===== config.mk =====
export PLATFORM = sky130hd
export DESIGN_NAME = nvsram_ctrl
export DESIGN_NICKNAME = d
export VERILOG_FILES = /design/src/rtl/nvs_pkg.sv /design/src/rtl/nvs_array.sv /design/src/rtl/nvs_access.sv /design/src/rtl/nvs_seq.sv /design/src/rtl/nvsram_ctrl.sv
export SDC_FILE = /design/constraint.sdc
export NUM_CORES = 1
export LEC_CHECK = 0
export BUFFER_PORTS_ARGS = -buffer_cell sky130_fd_sc_hd__buf_2
export CAP_MARGIN = 20
export CORE_ASPECT_RATIO = 0.7
export CORE_MARGIN = 4
export CORE_UTILIZATION = 39
export DETAILED_ROUTE_END_ITERATION = 6
export GPL_ROUTABILITY_DRIVEN = 1
export PLACE_DENSITY = 0.51
export SYNTH_ARGS = -nofsm -noshare
export SYNTH_HDL_FRONTEND = slang
export SYNTH_SLANG_ARGS = --single-unit

===== constraint.sdc =====
create_clock -name clk -period 6 [get_ports clk]
set_clock_uncertainty 0.1 [all_clocks]
set_input_delay 0.6 -clock clk [delete_from_list [all_inputs] [get_ports clk]]
set_output_delay 0.6 -clock clk [all_outputs]
set_load 0.1 [all_outputs]

===== src/rtl/nvs_pkg.sv =====
package nvs_pkg;
  typedef enum logic [2:0] {
    ST_RECALL = 3'd0,
    ST_IDLE   = 3'd1,
    ST_DELAY  = 3'd2,
    ST_STORE  = 3'd3,
    ST_HOLD   = 3'd4
  } nvs_state_e;
endpackage


===== src/rtl/nvs_array.sv =====
module nvs_array #(
  parameter int AW = 4,
  parameter int DW = 8
) (
  input  logic          clk,
  input  logic          wr_en,
  input  logic [AW-1:0] wa,
  input  logic [DW-1:0] wd,
  input  logic          do_store,
  input  logic          do_recall,
  input  logic [AW-1:0] raddr,
  output logic [DW-1:0] rdata
);
  localparam int DEPTH = 1 << AW;

  logic [DEPTH*DW-1:0] work_flat;

  // one working byte paired with one shadow byte per location
  for (genvar g = 0; g < DEPTH; g++) begin : g_cell
    logic [DW-1:0] word;
    logic [DW-1:0] shadow;

    always_ff @(posedge clk) begin
      if (do_recall) word <= shadow;
      else if (wr_en && wa == AW'(g)) word <= wd;
    end

    always_ff @(posedge clk) begin
      if (do_store) shadow <= word;
    end

    assign work_flat[g*DW +: DW] = word;
  end

  assign rdata = work_flat[raddr*DW +: DW];
endmodule


===== src/rtl/nvs_access.sv =====
module nvs_access
  import nvs_pkg::*;
#(
  parameter int AW = 4,
  parameter int DW = 8
) (
  input  logic          clk,
  input  logic          rst_n,
  input  logic          ce_n,
  input  logic          oe_n,
  input  logic          we_n,
  input  logic [AW-1:0] addr,
  input  logic [DW-1:0] din,
  input  logic          hs_req_n,
  input  nvs_state_e    st,
  input  logic          tmr_zero,
  output logic          rd_en,
  output logic          wr_commit,
  output logic [AW-1:0] wa,
  output logic [DW-1:0] wd
);
  logic wr_open;
  logic allow_new;
  logic commit_ok;
  logic both_low;

  // new cycles need idle state and a released handshake line
  assign allow_new = (st == ST_IDLE) && hs_req_n;
  // an open write may finish in idle or before the last delay cycle
  assign commit_ok = (st == ST_IDLE) || (st == ST_DELAY && !tmr_zero);
  assign both_low  = !ce_n && !we_n;

  assign rd_en     = allow_new && !ce_n && !oe_n && we_n;
  assign wr_commit = wr_open && !both_low && commit_ok;

  always_ff @(posedge clk or negedge rst_n) begin
    if (!rst_n) begin
      wr_open <= 1'b0;
      wa      <= '0;
      wd      <= '0;
    end else if (both_low && (wr_open ? commit_ok : allow_new)) begin
      wr_open <= 1'b1;
      wa      <= addr;
      wd      <= din;
    end else begin
      wr_open <= 1'b0;
    end
  end
endmodule


===== src/rtl/nvs_seq.sv =====
module nvs_seq
  import nvs_pkg::*;
#(
  parameter int DELAY_CYC   = 3,
  parameter int STORE_CYC   = 5,
  parameter int RECALL_CYC  = 4,
  parameter int STORE_LIMIT = 200000
) (
  input  logic       clk,
  input  logic       rst_n,
  input  logic       sw_store,
  input  logic       pwr_fail,
  input  logic       hs_req_n,
  input  logic       wr_commit,
  output nvs_state_e st,
  output logic       tmr_zero,
  output logic       dirty,
  output logic       do_store,
  output logic       do_recall,
  output logic       wear
);
  localparam int MAXC = (DELAY_CYC > STORE_CYC)
                        ? ((DELAY_CYC > RECALL_CYC) ? DELAY_CYC : RECALL_CYC)
                        : ((STORE_CYC > RECALL_CYC) ? STORE_CYC : RECALL_CYC);
  localparam int TW = $clog2(MAXC + 1);
  localparam int CW = $clog2(STORE_LIMIT + 1);

  logic [TW-1:0] tmr;
  logic [CW-1:0] cnt;
  logic          trigger;

  assign tmr_zero  = (tmr == '0);
  assign trigger   = sw_store || (dirty && (pwr_fail || !hs_req_n));
  assign do_store  = (st == ST_DELAY) && tmr_zero;
  assign do_recall = (st == ST_RECALL) && tmr_zero;
  assign wear      = (cnt == CW'(STORE_LIMIT));

  always_ff @(posedge clk or negedge rst_n) begin
    if (!rst_n) begin
      st  <= ST_RECALL;
      tmr <= TW'(RECALL_CYC - 1);
    end else begin
      unique case (st)
        ST_RECALL: if (tmr_zero) st <= ST_IDLE; else tmr <= tmr - 1'b1;
        ST_IDLE: if (trigger) begin
          st  <= ST_DELAY;
          tmr <= TW'(DELAY_CYC - 1);
        end
        ST_DELAY: if (tmr_zero) begin
          st  <= ST_STORE;
          tmr <= TW'(STORE_CYC - 1);
        end else tmr <= tmr - 1'b1;
        ST_STORE: if (tmr_zero) st <= ST_HOLD; else tmr <= tmr - 1'b1;
        ST_HOLD: if (hs_req_n) st <= ST_IDLE;
        default: st <= ST_IDLE;
      endcase
    end
  end

  always_ff @(posedge clk or negedge rst_n) begin
    if (!rst_n) begin
      dirty <= 1'b0;
      cnt   <= '0;
    end else begin
      if (do_store || do_recall) dirty <= 1'b0;
      else if (wr_commit) dirty <= 1'b1;
      if (do_store && !wear) cnt <= cnt + 1'b1;
    end
  end

  AST_HOLD_UNTIL_RELEASE: assert property (@(posedge clk) disable iff (!rst_n)
    (st == ST_HOLD && !hs_req_n) |=> (st == ST_HOLD));
  AST_WEAR_STICKY: assert property (@(posedge clk) disable iff (!rst_n)
    wear |=> wear);
  AST_CLEAN_DURING_COPY: assert property (@(posedge clk) disable iff (!rst_n)
    (st == ST_STORE) |-> !dirty);
endmodule


===== src/rtl/nvsram_ctrl.sv =====
module nvsram_ctrl
  import nvs_pkg::*;
#(
  parameter int AW          = 4,
  parameter int DW          = 8,
  parameter int DELAY_CYC   = 3,
  parameter int STORE_CYC   = 5,
  parameter int RECALL_CYC  = 4,
  parameter int STORE_LIMIT = 200000
) (
  input  logic          clk,
  input  logic          rst_n,
  input  logic          ce_n,
  input  logic          oe_n,
  input  logic          we_n,
  input  logic [AW-1:0] addr,
  input  logic [DW-1:0] din,
  output logic [DW-1:0] dout,
  output logic          dout_en,
  input  logic          hs_req_n,
  output logic          hs_busy_n,
  input  logic          pwr_fail,
  input  logic          sw_store,
  output logic          store_wear
);
  nvs_state_e    st;
  logic          tmr_zero, dirty, do_store, do_recall;
  logic          rd_en, wr_commit;
  logic [AW-1:0] wa;
  logic [DW-1:0] wd, rdata;

  nvs_seq #(
    .DELAY_CYC(DELAY_CYC), .STORE_CYC(STORE_CYC),
    .RECALL_CYC(RECALL_CYC), .STORE_LIMIT(STORE_LIMIT)
  ) u_seq (
    .clk(clk), .rst_n(rst_n), .sw_store(sw_store), .pwr_fail(pwr_fail),
    .hs_req_n(hs_req_n), .wr_commit(wr_commit), .st(st), .tmr_zero(tmr_zero),
    .dirty(dirty), .do_store(do_store), .do_recall(do_recall), .wear(store_wear)
  );

  nvs_access #(.AW(AW), .DW(DW)) u_acc (
    .clk(clk), .rst_n(rst_n), .ce_n(ce_n), .oe_n(oe_n), .we_n(we_n),
    .addr(addr), .din(din), .hs_req_n(hs_req_n), .st(st), .tmr_zero(tmr_zero),
    .rd_en(rd_en), .wr_commit(wr_commit), .wa(wa), .wd(wd)
  );

  nvs_array #(.AW(AW), .DW(DW)) u_arr (
    .clk(clk), .wr_en(wr_commit), .wa(wa), .wd(wd), .do_store(do_store),
    .do_recall(do_recall), .raddr(addr), .rdata(rdata)
  );

  assign dout_en   = rd_en;
  assign dout      = rd_en ? rdata : '0;
  assign hs_busy_n = !(st == ST_DELAY || st == ST_STORE);

  AST_NO_READ_WHILE_BUSY: assert property (@(posedge clk) disable iff (!rst_n)
    !hs_busy_n |-> !dout_en);
  AST_COMMIT_OUTSIDE_COPY: assert property (@(posedge clk) disable iff (!rst_n)
    wr_commit |-> (!do_store && (st == ST_IDLE || st == ST_DELAY)));
  AST_BUSY_ENDS_IN_HOLD: assert property (@(posedge clk) disable iff (!rst_n)
    $rose(hs_busy_n) |-> (st == ST_HOLD));
  AST_CLEAN_NO_HW_STORE: assert property (@(posedge clk) disable iff (!rst_n)
    (st == ST_IDLE && !dirty && !sw_store) |=> hs_busy_n);
endmodule


==> summary.json, run 1 <==
{
  "crit-reg2reg-launch": {"value": "u_seq.tmr[0]"},
  "power.density_cell_area": {"value": 434.2, "unit": "mW/mm^2"},
  "synthDominantAreaCellType": {"value": "sky130_fd_sc_hd__edfxtp_1"},
  "finalCritPeriodShare": {"value": 68.31, "unit": "%"},
  "synth_warnings": {"value": 0},
  "synthDominantCellAreaShare": {"value": 64.25, "unit": "%"},
  "reg2reg_depth": {"value": 6},
  "synthesis.nets": {"value": 728},
  "floorplan.die.width": {"value": 217.3, "unit": "um"},
  "n_antenna_cell": {"value": 0},
  "synthSimpleGateAreaFrac": {"value": 4.455, "unit": "%"},
  "yosys_register_bits": {"value": 294},
  "max-clock-path-buffers": {"value": 3},
  "wl_per_cell": {"value": 22.69, "unit": "um"},
  "critPathRequiredTime": {"value": 5.30, "unit": "ns"},
  "share_of_the_synthesized_area_in_compound_gates_ao_oa_aoi_oai": {"value": 11.16, "unit": "%"},
  "hp-class": {"value": "input port to asynchronous set/reset pin"},
  "area.growth.synth_to_final": {"value": 12.38, "unit": "%"},
  "drv_slew": {"value": 0},
  "place.gp.congestion": {"value": 0.7774},
  "synth_area_per_cell": {"value": 16.99, "unit": "sq um"},
  "postSynth.topFlopCell": {"value": "sky130_fd_sc_hd__edfxtp_1"},
  "grt_use_total": {"value": 16.03, "unit": "%"},
  "clock_sink_total": {"value": 294},
  "cts_tree": {"value": "yes"},
  "detail_route.first_pass.iterations": {"value": 6},
  "detailroute.via_count": {"value": 6354},
  "grt_start_max_net_pins": {"value": 73},
  "synth-edff-count": {"value": 256},
  "clock_pin_slew_of_the_registers_on_the_worst_case_setup_and_hold_paths": {"value": 0.06, "unit": "ns"},
  "buffer_ports.inserted": {"value": 30},
  "drt-total-wl": {"value": 26590, "unit": "um"},
  "worstSetupStartpointType": {"value": "flip-flop"},
  "maxCapViolations": {"value": 0},
  "synth_top_family_by_area": {"value": "compound AO/OA/AOI/OAI gates"},
  "clock_insertion_delay_worst_skew": {"value": 0.55, "unit": "ns"},
  "drt_iter0_drc": {"value": 595},
  "reg2reg_capture_point": {"value": "u_arr.g_cell[6].word[5]"},
  "syn-cell-area": {"value": 0.01196, "unit": "sq mm"},
  "share_of_synthesized_cell_area_in_full_adder_half_adder_and_majority_cells": {"value": 0.4183, "unit": "%"},
  "status": {"value": "finished, final reports clean"},
  "synthMuxAreaShare": {"value": 8.283, "unit": "%"},
  "post_synth_xor_area_fraction": {"value": 1.098, "unit": "%"},
  "leakage": {"value": 5.361, "unit": "nW"},
  "layout-drive-gt1-share": {"value": 18.55, "unit": "%"},
  "grt_overflow": {"value": 0},
  "number_of_antenna_violations_at_the_first_check_in_global_routing": {"value": 0},
  "maximum_vdd_drop": {"value": 203.6, "unit": "uV"},
  "worst-path-max-fanout": {"value": 13},
  "timing.setup.critical_path_class": {"value": "flip-flop to output port"},
  "cts_hold_repair.buffers": {"value": 0},
  "max_clock_freq": {"value": 244.0, "unit": "MHz"},
  "rsz0062_at_grt": {"value": "no"},
  "synthArstFlopShare": {"value": 12.93, "unit": "%"},
  "start_util": {"value": 39.74, "unit": "%"},
  "num_io_pins": {"value": 31},
  "coreArea": {"value": 0.03011, "unit": "sq mm"},
  "report.final.hold_viol_count": {"value": 0},
  "die_h": {"value": 154.5, "unit": "um"},
  "via_per_inst": {"value": 5.422},
  "dp.final_hpwl": {"value": 15910, "unit": "um"},
  "synth_cells": {"value": 704},
  "stdcell_area": {"value": 0.01345, "unit": "sq mm"},
  "seq_area_frac_synth": {"value": 72.22, "unit": "%"},
  "nNetsFinal": {"value": 762},
  "netlist_top_cells_area": {"value": "sky130_fd_sc_hd__edfxtp_1 64%, sky130_fd_sc_hd__a21o_1 8.2%, sky130_fd_sc_hd__dfrtp_1 7.5%, sky130_fd_sc_hd__mux4_2 6.0%, sky130_fd_sc_hd__mux2_4 1.1%"},
  "final.min_clock_period": {"value": 4.099, "unit": "ns"},
  "die-area": {"value": 0.03359, "unit": "sq mm"},
  "max-slew-margin-rel": {"value": 26.91, "unit": "%"},
  "number_of_global_route_vias_before_repair": {"value": 6547},
  "rows": {"value": 53},
  "yosys.cell_types.count": {"value": 54},
  "ff2ff_setup_slack": {"value": 2.95, "unit": "ns"},
  "final_routed_drc_violation_total": {"value": 0},
  "ctsResizeCount": {"value": 0},
  "cts-root-buf": {"value": "sky130_fd_sc_hd__clkbuf_16"},
  "htree_levels": {"value": 1},
  "fin_tns_setup": {"value": 0, "unit": "ns"},
  "final_antenna_net_count": {"value": 0},
  "max_slew.worst_pin.slew": {"value": 1.089, "unit": "ns"},
  "endpoint_kind": {"value": "output port"},
  "cts_buf_count": {"value": 29},
  "timing.critical_path.arrival": {"value": 3.40, "unit": "ns"},
  "placedInstanceArea": {"value": 0.01259, "unit": "sq mm"},
  "setup-violations-final": {"value": 0},
  "global_route_wire_length_before_repair": {"value": 41300, "unit": "um"},
  "post_cts_buffers": {"value": 0}
}
power by group:
| part | internal, mW | switching, mW |
|---|---|---|
| Sequential | 2.72 | 0.155 |
| Clock | 0.935 | 0.747 |
| Combinational | 0.539 | 0.736 |
worst max path at each step:
| stage | end | start | cells after the start |
|---|---|---|---|
| after floorplan | u_seq.cnt[1] | u_seq.tmr[0] | 7 |
| after global placement | dout[5] | addr[1] | 7 |
| after detailed placement | dout[1] | addr[1] | 7 |
| after CTS | dout[1] | u_seq.st[1] | 4 |
| after global routing | dout[5] | u_seq.st[1] | 4 |
| final | dout[1] | u_seq.st[1] | 4 |
placed cells by master (no fill, tap or decap), drive strengths merged, types with 2 or more instances in the layout:
cell type	count
o21ai	23
xnor2	8
edfxtp	256
ha	4
clkbuf	41
nor2	13
nand4bb	2
nor4	2
nand4	5
nor2b	12
nand4b	3
a211oi	17
mux2	13
a21o	130
dfrtp	36
buf	52
and2	8
o211a	2
mux4	32
or4	2
xor2	7
and4	2
dfstp	2
inv	16
nand2b	5
or2	2
nor4b	2
clkinv	9
a21oi	7
nand2	9
and3	4
nand3	10
mux2i	9
nor3	3
cell families (layout without fill, tap and decap cells):
family	count (synthesis)	count (layout)
multiplexers	54	54
XOR/XNOR	15	15
buffers and inverters	63	119
AND/OR/NAND/NOR	88	88
adder cells (fa/ha/maj)	4	4
flip-flops	294	294
AO/OA/AOI/OAI	186	186
area by class of cell:
cell class                      instances  area [sq um]
Multi-Input combinational cell        347          3048
Inverter                               14         55.05
Clock inverter                         12         85.08
Sequential cell                       294          8641
Fill cell                            2654         16660
Timing Repair Buffer                   52         330.3
Tap cell                              412         515.5
Clock buffer                           41         770.7
critical path, stage by stage, from the launching register on:
cell                       delay, ns
sky130_fd_sc_hd__dfrtp_1        0.50
sky130_fd_sc_hd__nor2b_1        0.47
sky130_fd_sc_hd__nand4_1        0.76
sky130_fd_sc_hd__a211oi_1       0.60
sky130_fd_sc_hd__buf_2          0.51
metal layers:
| layer | routed length, um | vias to the layer above | global-route usage (%) |
|---|---|---|---|
| li1 | - | 2814 | - |
| met1 | 13030 | 3354 | 24.21 |
| met2 | 11710 | 147 | 24.01 |
| met3 | 1327 | 39 | 3.614 |
| met4 | 522 | 0 | 3.420 |
| met5 | 0 | - | 0 |
Yosys cell counts (5+ instances only):
cell type,n
sky130_fd_sc_hd__edfxtp_1,256
sky130_fd_sc_hd__a21o_1,130
sky130_fd_sc_hd__dfrtp_1,36
sky130_fd_sc_hd__mux4_2,32
sky130_fd_sc_hd__o21ai_0,22
sky130_fd_sc_hd__buf_2,21
sky130_fd_sc_hd__clkbuf_1,20
sky130_fd_sc_hd__a211oi_1,17
sky130_fd_sc_hd__inv_1,14
sky130_fd_sc_hd__nor2_1,13
sky130_fd_sc_hd__nor2b_1,12
sky130_fd_sc_hd__nand3_1,10
sky130_fd_sc_hd__mux2_4,9
sky130_fd_sc_hd__mux2i_1,9
sky130_fd_sc_hd__nand2_1,9
sky130_fd_sc_hd__xnor2_1,8
sky130_fd_sc_hd__a21oi_1,7
sky130_fd_sc_hd__xor2_1,7
sky130_fd_sc_hd__and2_1,5
sky130_fd_sc_hd__nand2b_1,5
sky130_fd_sc_hd__nand4_1,5
per-stage QoR:
step                      power, mW  util, %  hold WS [ns]  instances  worst slack, ns
after floorplan               3.813        -        0.2044        704            1.186
after global placement        4.153    41.67        0.3283       1115            2.199
after detailed placement      4.211    41.82        0.3325       1119            2.191
after CTS                     5.922    44.66       0.07284       1172            1.828
after global routing          6.151    44.66        0.1206       1172            1.647
final                         5.838    44.66       0.07313       1172            1.901
flip-flops by register name (all words and copies together), names as in the netlist:
name                 cells
u_seq.tmr                3
u_seq.dirty              1
u_arr.g_cell.shadow    128
u_acc.wr_open            1
u_seq.cnt               18
u_arr.g_cell.word      128
u_acc.wa                 4
u_acc.wd                 8
u_seq.st                 3
(Power assumes the default switching activity.)
==> run 2, diff against run 1 <==
--- a/config.mk
+++ b/config.mk
@@ -5,6 +5,7 @@
 export SDC_FILE = /design/constraint.sdc
 export NUM_CORES = 1
 export LEC_CHECK = 0
+export ABC_AREA = 1
 export BUFFER_PORTS_ARGS = -buffer_cell sky130_fd_sc_hd__buf_2
 export CAP_MARGIN = 20
 export CORE_ASPECT_RATIO = 0.7
==> constraint.sdc (replaced) <==
create_clock -name clk -period 3.8 [get_ports clk]
set_clock_uncertainty 0.1 [all_clocks]
set_input_delay 0.38 -clock clk [delete_from_list [all_inputs] [get_ports clk]]
set_output_delay 0.38 -clock clk [all_outputs]
set_load 0.1 [all_outputs]
==> summary.json, run 2 <==
{
  "synth_warnings": {"value": 0, "change": "unchanged"},
  "max_slew.worst_pin.slew": {"value": 1.092, "unit": "ns", "change": "+0.002619 ns"},
  "synth_cells": {"value": 1163, "change": "+65%"},
  "timing.setup.critical_path_class": {"value": "flip-flop to output port"},
  "critical-path-slowest-cell": {"value": "sky130_fd_sc_hd__nor2_2"},
  "start_util": {"value": 39.85, "unit": "%", "change": "+0.11 points"},
  "synthesis.nets": {"value": 1187, "change": "+63%"},
  "biggestRegsByFlops": {"value": "u_arr.g_cell.shadow x128, u_arr.g_cell.word x128, u_seq.cnt x18"},
  "maximum_vdd_drop": {"value": 386.5, "unit": "uV", "change": "+90%"},
  "post_cts_buffers": {"value": 0, "change": "unchanged"},
  "synth_area_per_cell": {"value": 10.74, "unit": "sq um", "change": "-37%"},
  "drv_slew": {"value": 0, "change": "unchanged"},
  "slowest_delay": {"value": 0.56, "unit": "ns", "change": "-0.20 ns"},
  "crit-reg2reg-launch": {"value": "u_seq.tmr[0]"},
  "wl_per_cell": {"value": 20.12, "unit": "um", "change": "-11%"},
  "setup-violations-final": {"value": 0, "change": "unchanged"},
  "synthDominantAreaCellType": {"value": "sky130_fd_sc_hd__edfxtp_1"},
  "most_common_cell_after_layout_fill_and_taps_aside": {"value": "sky130_fd_sc_hd__nand2_1"},
  "postSynth.topFlopCell": {"value": "sky130_fd_sc_hd__edfxtp_1"},
  "die_h": {"value": 157.7, "unit": "um", "change": "+2.1%"},
  "worstSetupStartpointType": {"value": "flip-flop"},
  "postLayoutCoreUtil": {"value": 45.77, "unit": "%", "change": "+1.1 points"},
  "finalCritPeriodShare": {"value": 84.92, "unit": "%"},
  "yosys_register_bits": {"value": 294, "change": "unchanged"},
  "cts-root-buf": {"value": "sky130_fd_sc_hd__clkbuf_16"},
  "n_antenna_cell": {"value": 0, "change": "unchanged"},
  "cts_buf_count": {"value": 30, "change": "+3.4%"},
  "clock_pin_slew_of_the_registers_on_the_worst_case_setup_and_hold_paths": {"value": 0.06, "unit": "ns", "change": "about the same"},
  "report.final.hold_viol_count": {"value": 0, "change": "unchanged"},
  "cp_cell_sequence": {"value": "inv_2, nand2_1, nor2_1, nand2_1, nor2_2, nand2_1, nor2_1, buf_12"},
  "buffer_ports.inserted": {"value": 30, "change": "unchanged"},
  "yosys.cell_count.top_type": {"value": "sky130_fd_sc_hd__nand2_1"},
  "timing.critical_path.arrival": {"value": 2.75, "unit": "ns", "change": "-0.65 ns"},
  "ff2ff_setup_slack": {"value": 0.96, "unit": "ns", "change": "-1.99 ns"},
  "hp-class": {"value": "input port to flip-flop"},
  "area.growth.synth_to_final": {"value": 14.86, "unit": "%"},
  "rsz0062_at_grt": {"value": "no"},
  "maxCapViolations": {"value": 0, "change": "unchanged"},
  "mostFrequentLayoutCells": {"value": "283 x sky130_fd_sc_hd__nand2_1, 256 x sky130_fd_sc_hd__edfxtp_1, 157 x sky130_fd_sc_hd__inv_1, 152 x sky130_fd_sc_hd__o21ai_1, 99 x sky130_fd_sc_hd__nand3_1"},
  "num_io_pins": {"value": 31, "change": "unchanged"},
  "synthDominantCellAreaShare": {"value": 61.53, "unit": "%", "change": "-2.7 points"},
  "final_antenna_net_count": {"value": 0, "change": "unchanged"},
  "power.density_cell_area": {"value": 756.7, "unit": "mW/mm^2", "change": "+74%"},
  "multiInputGateArea": {"value": 0.002992, "unit": "sq mm", "change": "-1.8%"},
  "rows": {"value": 54, "change": "+1.9%"},
  "coreArea": {"value": 0.03135, "unit": "sq mm", "change": "+4.1%"},
  "layout-drive-gt1-share": {"value": 9.748, "unit": "%", "change": "-8.8 points"},
  "place.gp.congestion": {"value": 0.8482, "change": "+9.1%"},
  "grt_use_total": {"value": 18.78, "unit": "%", "change": "+2.8 points"},
  "leading_cell_types_by_count_after_synthesis": {"value": "283 x sky130_fd_sc_hd__nand2_1, 256 x sky130_fd_sc_hd__edfxtp_1, 158 x sky130_fd_sc_hd__inv_1"},
  "detail_route.first_pass.iterations": {"value": 5, "change": "-1"},
  "stdcell_area": {"value": 0.01435, "unit": "sq mm", "change": "+6.7%"},
  "synthArstFlopShare": {"value": 12.93, "unit": "%", "change": "unchanged"},
  "final_routed_drc_violation_total": {"value": 0, "change": "unchanged"},
  "die-area": {"value": 0.03501, "unit": "sq mm", "change": "+4.2%"},
  "syn-cell-area": {"value": 0.01249, "unit": "sq mm", "change": "+4.4%"},
  "yosys.cell_types.count": {"value": 30, "change": "-44%"},
  "final.min_clock_period": {"value": 3.227, "unit": "ns"},
  "global_route_wire_length_before_repair": {"value": 50490, "unit": "um", "change": "+22%"},
  "timing.hold.worst_path_depth": {"value": 4},
  "endpoint_kind": {"value": "output port"},
  "reg2reg_capture_point": {"value": "u_arr.g_cell[2].word[2]"},
  "placedInstanceArea": {"value": 0.01328, "unit": "sq mm", "change": "+5.5%"},
  "leakage": {"value": 5.688, "unit": "nW", "change": "+6.1%"},
  "cts_hold_repair.buffers": {"value": 9, "change": "+9"},
  "nFillCells": {"value": 2989, "change": "+13%"},
  "crit_top_cell": {"value": "sky130_fd_sc_hd__nand2_1"},
  "seq_area_frac_synth": {"value": 69.16, "unit": "%", "change": "-3.1 points"},
  "reg2reg_depth": {"value": 9, "change": "+3"},
  "worst-path-max-fanout": {"value": 9, "change": "-4"},
  "cts_tree": {"value": "yes"},
  "drt_iter0_drc": {"value": 1004, "change": "+69%"},
  "clock_sink_total": {"value": 294, "change": "unchanged"},
  "number_of_antenna_violations_at_the_first_check_in_global_routing": {"value": 1, "change": "+1"},
  "grt_overflow": {"value": 0, "change": "unchanged"},
  "dp.final_hpwl": {"value": 20890, "unit": "um", "change": "+31%"},
  "regArea": {"value": 0.008641, "unit": "sq mm", "change": "unchanged"},
  "status": {"value": "finished, final reports clean"},
  "max-clock-path-buffers": {"value": 3, "change": "unchanged"},
  "ctsResizeCount": {"value": 0, "change": "unchanged"},
  "synth-edff-count": {"value": 256, "change": "unchanged"},
  "via_per_inst": {"value": 5.081, "change": "-6.3%"},
  "critPathRequiredTime": {"value": 3.32, "unit": "ns", "change": "-1.98 ns"},
  "number_of_global_route_vias_before_repair": {"value": 7771, "change": "+19%"},
  "timing.hold.worst.start": {"value": "hs_req_n"},
  "hold_end": {"value": "u_seq.st[2]"},
  "htree_levels": {"value": 1, "change": "unchanged"},
  "grt_start_max_net_pins": {"value": 93, "change": "+27%"},
  "fin_tns_setup": {"value": 0, "unit": "ns", "change": "unchanged"},
  "clock_insertion_delay_worst_skew": {"value": 0.57, "unit": "ns", "change": "+0.02 ns"},
  "netlist_top_cells_area": {"value": "sky130_fd_sc_hd__edfxtp_1 62%, sky130_fd_sc_hd__nand2_1 8.5%, sky130_fd_sc_hd__dfrtp_1 7.2%, sky130_fd_sc_hd__o21ai_1 6.1%, sky130_fd_sc_hd__inv_1 4.7%"},
  "max-slew-margin-rel": {"value": 26.73, "unit": "%", "change": "-0.18 points"},
  "floorplan.die.width": {"value": 221.9, "unit": "um", "change": "+2.1%"},
  "detailroute.via_count": {"value": 8389, "change": "+32%"},
  "nNetsFinal": {"value": 1231, "change": "+62%"},
  "max_clock_freq": {"value": 309.9, "unit": "MHz"},
  "drt-total-wl": {"value": 33220, "unit": "um", "change": "+25%"}
}
[run 2: how the worst max path moves through the flow]
| stage | start | endpoint | slack [ns] | cells after the start |
|---|---|---|---|---|
| 6_report | u_seq.st[2] | dout[3] | 0.57 | 8 |
| 5_1_grt | u_seq.st[2] | dout[0] | 0.45 | 8 |
| 4_1_cts | u_seq.st[2] | dout[2] | 0.58 | 8 |
| 3_5_place_dp | u_seq.tmr[0] | u_arr.g_cell[2].word[6] | 0.99 | 9 |
| 3_3_place_gp | u_seq.tmr[0] | u_arr.g_cell[2].word[0] | 1.01 | 9 |
| 2_1_floorplan | u_seq.tmr[0] | u_seq.cnt[9] | 0.16 | 10 |
[run 2: layer usage]
metal / vias to the layer above / global-route usage, % / share of wire [%]
met5: - / 0 / 0.021
met4: 2 / 2.863 / 1.3
met3: 35 / 4.486 / 7.8
met2: 258 / 22.98 / 36
met1: 4099 / 32.85 / 55
li1: 3995 / - / -
[run 2: through the flow]
step | worst slack, ns | power, mW | hold slack, ns | cells
6_report | 0.5731 | 10.86 | 0.09636 | 1651
5_1_grt | 0.4488 | 11.43 | 0.1079 | 1651
4_1_cts | 0.5767 | 10.92 | 0.05912 | 1651
3_5_place_dp | 0.9936 | 7.904 | 0.3342 | 1586
3_3_place_gp | 1.010 | 7.882 | 0.3301 | 1586
2_1_floorplan | 0.1643 | 6.772 | -0.01559 | 1163
[run 2: logic make-up after synthesis]
logic type | synth area share, %
adder cells (fa/ha/maj) | 0.4006
AO/OA/AOI/OAI | 7.942
XOR/XNOR | 0.8413
buffers and inverters | 7.001
AND/OR/NAND/NOR | 14.65
flip-flops | 69.16
[run 2: power breakdown]
group | internal (mW) | switching, mW | leakage (nW)
Combinational | 0.710 | 1.92 | 2.35
Sequential | 4.78 | 0.462 | 2.85
Clock | 1.73 | 1.26 | 0.483
Total | 7.21 | 3.65 | 5.69
[run 2: final cells by class]
class / instances / share of cell area, %
clock buffer: 39 / 5.755
clock inverter: 17 / 1.081
inverter: 166 / 4.342
multi-input combinational: 649 / 20.85
sequential: 294 / 60.21
tap: 420 / 3.662
timing repair buffer: 66 / 4.098
[run 2: worst max-delay path: cells and delay by family, from the launching register on]
kind	cells	cell delay, ns
and+or+nand+nor	6	1.42
buffers and inverters	2	0.36
DFF	1	0.39
==> run 3, diff against run 2 <==
==> constraint.sdc (replaced) <==
create_clock -name clk -period 2.98 [get_ports clk]
set_clock_uncertainty 0.1 [all_clocks]
set_input_delay 0.298 -clock clk [delete_from_list [all_inputs] [get_ports clk]]
set_output_delay 0.298 -clock clk [all_outputs]
set_load 0.1 [all_outputs]
==> summary.json, run 3 (same netlist as run 2, synthesis figures left out) <==
{
  "place.gp.congestion": {"value": 0.8271, "change": "-2.5%"},
  "report.final.hold_viol_count": {"value": 0, "change": "unchanged"},
  "global_route_wire_length_before_repair": {"value": 51160, "unit": "um", "change": "+1.3%"},
  "worst-path-max-fanout": {"value": 9, "change": "unchanged"},
  "die_h": {"value": 157.7, "unit": "um", "change": "unchanged"},
  "cts_buf_count": {"value": 29, "change": "-3.3%"},
  "cts-root-buf": {"value": "sky130_fd_sc_hd__clkbuf_16"},
  "number_of_antenna_violations_at_the_first_check_in_global_routing": {"value": 2, "change": "+1"},
  "cts_tree": {"value": "yes"},
  "stdcell_area": {"value": 0.01456, "unit": "sq mm", "change": "+1.4%"},
  "max-slew-margin-rel": {"value": 35.14, "unit": "%", "change": "+8.4 points"},
  "hp-class": {"value": "input port to flip-flop"},
  "num_io_pins": {"value": 31, "change": "unchanged"},
  "coreArea": {"value": 0.03135, "unit": "sq mm", "change": "unchanged"},
  "groute.layer.met1.usage": {"value": 33.27, "unit": "%", "change": "+0.42 points"},
  "wl_per_cell": {"value": 20.13, "unit": "um", "change": "about the same"},
  "final_routed_drc_violation_total": {"value": 0, "change": "unchanged"},
  "clock_sink_total": {"value": 294, "change": "unchanged"},
  "detail_route.first_pass.iterations": {"value": 7, "change": "+2"},
  "rows": {"value": 54, "change": "unchanged"},
  "htree_levels": {"value": 1, "change": "unchanged"},
  "endpoint_kind": {"value": "output port"},
  "clock_pin_slew_of_the_registers_on_the_worst_case_setup_and_hold_paths": {"value": 0.06, "unit": "ns", "change": "about the same"},
  "buffer_ports.inserted": {"value": 30, "change": "unchanged"},
  "grt_overflow": {"value": 0, "change": "unchanged"},
  "nNetsFinal": {"value": 1252, "change": "+1.7%"},
  "max_clock_freq": {"value": 367.2, "unit": "MHz"},
  "power_switching": {"value": 4.656, "unit": "mW", "change": "+28%"},
  "postLayoutCoreUtil": {"value": 46.43, "unit": "%", "change": "+0.66 points"},
  "cp_cell_sequence": {"value": "inv_2, nand2_1, nor2_1, nand2_1, nor2_4, buf_12, nand2_1, nor2_2, buf_12"},
  "grtUsageMet3": {"value": 4.152, "unit": "%", "change": "-0.33 points"},
  "power.total": {"value": 13.87, "unit": "mW", "change": "+28%"},
  "internal_power": {"value": 9.216, "unit": "mW", "change": "+28%"},
  "dp.final_hpwl": {"value": 21330, "unit": "um", "change": "+2.1%"},
  "clock_insertion_delay_worst_skew": {"value": 0.56, "unit": "ns", "change": "about the same"},
  "via_per_inst": {"value": 5.135, "change": "+1.1%"},
  "largest_delay_contributor_family_on_the_critical_path": {"value": "simple AND/OR/NAND/NOR gates"},
  "p_comb_share": {"value": 25.8, "unit": "%", "change": "+1.5 points"},
  "ctsResizeCount": {"value": 0, "change": "unchanged"},
  "die-area": {"value": 0.03501, "unit": "sq mm", "change": "unchanged"},
  "mostFrequentLayoutCells": {"value": "283 x sky130_fd_sc_hd__nand2_1, 256 x sky130_fd_sc_hd__edfxtp_1, 154 x sky130_fd_sc_hd__inv_1, 153 x sky130_fd_sc_hd__o21ai_1, 99 x sky130_fd_sc_hd__nand3_1"},
  "setup-violations-final": {"value": 0, "change": "unchanged"},
  "fin_tns_setup": {"value": 0, "unit": "ns", "change": "unchanged"},
  "status": {"value": "finished, final reports clean"},
  "power.density_cell_area": {"value": 953.0, "unit": "mW/mm^2", "change": "+26%"},
  "grt_use_total": {"value": 19.12, "unit": "%", "change": "+0.33 points"},
  "clock_power_share": {"value": 26.4, "unit": "%", "change": "-1.1 points"},
  "max-clock-path-buffers": {"value": 3, "change": "unchanged"},
  "start_util": {"value": 39.85, "unit": "%", "change": "unchanged"},
  "grt_start_max_net_pins": {"value": 67, "change": "-28%"},
  "power.sequential.fraction": {"value": 47.7, "unit": "%", "change": "-0.5 points"},
  "critPathRequiredTime": {"value": 2.58, "unit": "ns", "change": "-0.74 ns"},
  "number_of_global_route_vias_before_repair": {"value": 7879, "change": "+1.4%"},
  "grt_most_used_layer": {"value": "met1"},
  "timing.critical_path.buf_inv": {"value": 3, "change": "+1"},
  "final_antenna_net_count": {"value": 0, "change": "unchanged"},
  "critical-path-slowest-cell": {"value": "sky130_fd_sc_hd__dfrtp_1"},
  "timing.critical_path.arrival": {"value": 2.33, "unit": "ns", "change": "-0.42 ns"},
  "drt-total-wl": {"value": 33590, "unit": "um", "change": "+1.1%"},
  "global_route.usage.met2": {"value": 23.79, "unit": "%", "change": "+0.81 points"},
  "max_slew.worst_pin.slew": {"value": 0.9729, "unit": "ns", "change": "-0.1187 ns"},
  "layout-drive-gt1-share": {"value": 12.02, "unit": "%", "change": "+2.3 points"},
  "drt_iter0_drc": {"value": 1000, "change": "-0.40%"},
  "maximum_vdd_drop": {"value": 540.1, "unit": "uV", "change": "+40%"},
  "power.share.switching": {"value": 33.56, "unit": "%", "change": "about the same"},
  "detailroute.via_count": {"value": 8566, "change": "+2.1%"},
  "drv_slew": {"value": 0, "change": "unchanged"},
  "most_common_cell_after_layout_fill_and_taps_aside": {"value": "sky130_fd_sc_hd__nand2_1"},
  "rsz0062_at_grt": {"value": "no"},
  "placedInstanceArea": {"value": 0.01351, "unit": "sq mm", "change": "+1.7%"},
  "crit_top_cell": {"value": "sky130_fd_sc_hd__nand2_1"},
  "biggestRegsByFlops": {"value": "u_arr.g_cell.shadow x128, u_arr.g_cell.word x128, u_seq.cnt x18"},
  "leakage": {"value": 5.769, "unit": "nW", "change": "+1.4%"},
  "maxCapViolations": {"value": 0, "change": "unchanged"},
  "floorplan.die.width": {"value": 221.9, "unit": "um", "change": "unchanged"},
  "timing.setup.critical_path_class": {"value": "flip-flop to output port"},
  "n_antenna_cell": {"value": 0, "change": "unchanged"},
  "final.min_clock_period": {"value": 2.723, "unit": "ns"},
  "finalCritPeriodShare": {"value": 91.39, "unit": "%"},
  "nFillCells": {"value": 2926, "change": "-2.1%"},
  "area.growth.synth_to_final": {"value": 16.52, "unit": "%"},
  "slowest_delay": {"value": 0.39, "unit": "ns", "change": "-0.17 ns"},
  "hold_slack": {"value": 0.1924, "unit": "ns", "change": "+0.09602 ns"},
  "worstSetupStartpointType": {"value": "flip-flop"}
}
==> run 3: changes by cell type in the layout (fill, tap and decap cells not counted), moves of 4 or more <==
cell / previous run / this run
sky130_fd_sc_hd__clkinv_2: 7 / 3
sky130_fd_sc_hd__buf_4: 25 / 42
sky130_fd_sc_hd__nor2_1: 43 / 35
sky130_fd_sc_hd__buf_12: 10 / 14
sky130_fd_sc_hd__nor2_2: 3 / 9
==> run 3: worst min-delay path: stages <==
cell	delay (ns)
sky130_fd_sc_hd__buf_2	0.16
sky130_fd_sc_hd__clkinv_1	0.22
sky130_fd_sc_hd__o21ai_1	0.12
==> run 3: repair_timing <==
item	in CTS	in global routing
setup buffers	0	1
setup endpoints to repair	0	1
hold endpoints to repair	45	0
hold buffers	10	0
==> run 3: power by group through the flow <==
stage / Sequential, mW / Clock, mW / Combinational (mW)
final: 6.62 / 3.67 / 3.58
after global routing: 6.70 / 3.94 / 4.01
after CTS: 6.60 / 3.75 / 3.61
after detailed placement: 6.67 / 0 / 3.57
after global placement: 6.68 / 0 / 3.54
after floorplan: 6.45 / 0 / 2.23
==> run 3: path summary, 6_finish.rpt <==
kind,startpoint,endpoint,cells after the start,slack (ns)
setup / recovery,u_seq.st[2],dout[0],9,0.26
hold reg to reg,u_arr.g_cell[4].word[6],u_arr.g_cell[4].shadow[6],0,0.35
setup reg to reg,u_seq.tmr[0],u_arr.g_cell[9].word[0],10,0.61
max in group asynchronous,rst_n,u_seq.cnt[10],2,1.83
min in group asynchronous,rst_n,u_seq.cnt[17],2,0.34
hold / removal,addr[3],u_acc.wa[3],3,0.19
==> run 3: cell type report <==
| class | instances | area, sq um | area share, % |
|---|---|---|---|
| sequential | 294 | 8641 | 59.36 |
| multi-input combinational | 649 | 3034 | 20.84 |
| timing repair buffer | 88 | 805.8 | 5.535 |
| clock buffer | 38 | 779.5 | 5.355 |
| inverter | 166 | 623.1 | 4.281 |
| tap | 420 | 525.5 | 3.610 |
| clock inverter | 13 | 147.6 | 1.014 |
==> run 3: routing by layer <==
| metal | wire length, um | share of wire [%] |
|---|---|---|
| met1 | 18030 | 54 |
| met4 | 494 | 1.5 |
| met5 | 0 | 0 |
| met3 | 2827 | 8.4 |
| met2 | 12230 | 36 |
==> run 3: through the flow <==
step / setup WS (ns) / instances
6_report: 0.2566 / 1668
5_1_grt: 0.1121 / 1668
4_1_cts: 0.1171 / 1667
3_5_place_dp: 0.6498 / 1606
3_3_place_gp: 0.6475 / 1606
2_1_floorplan: -0.5707 / 1163
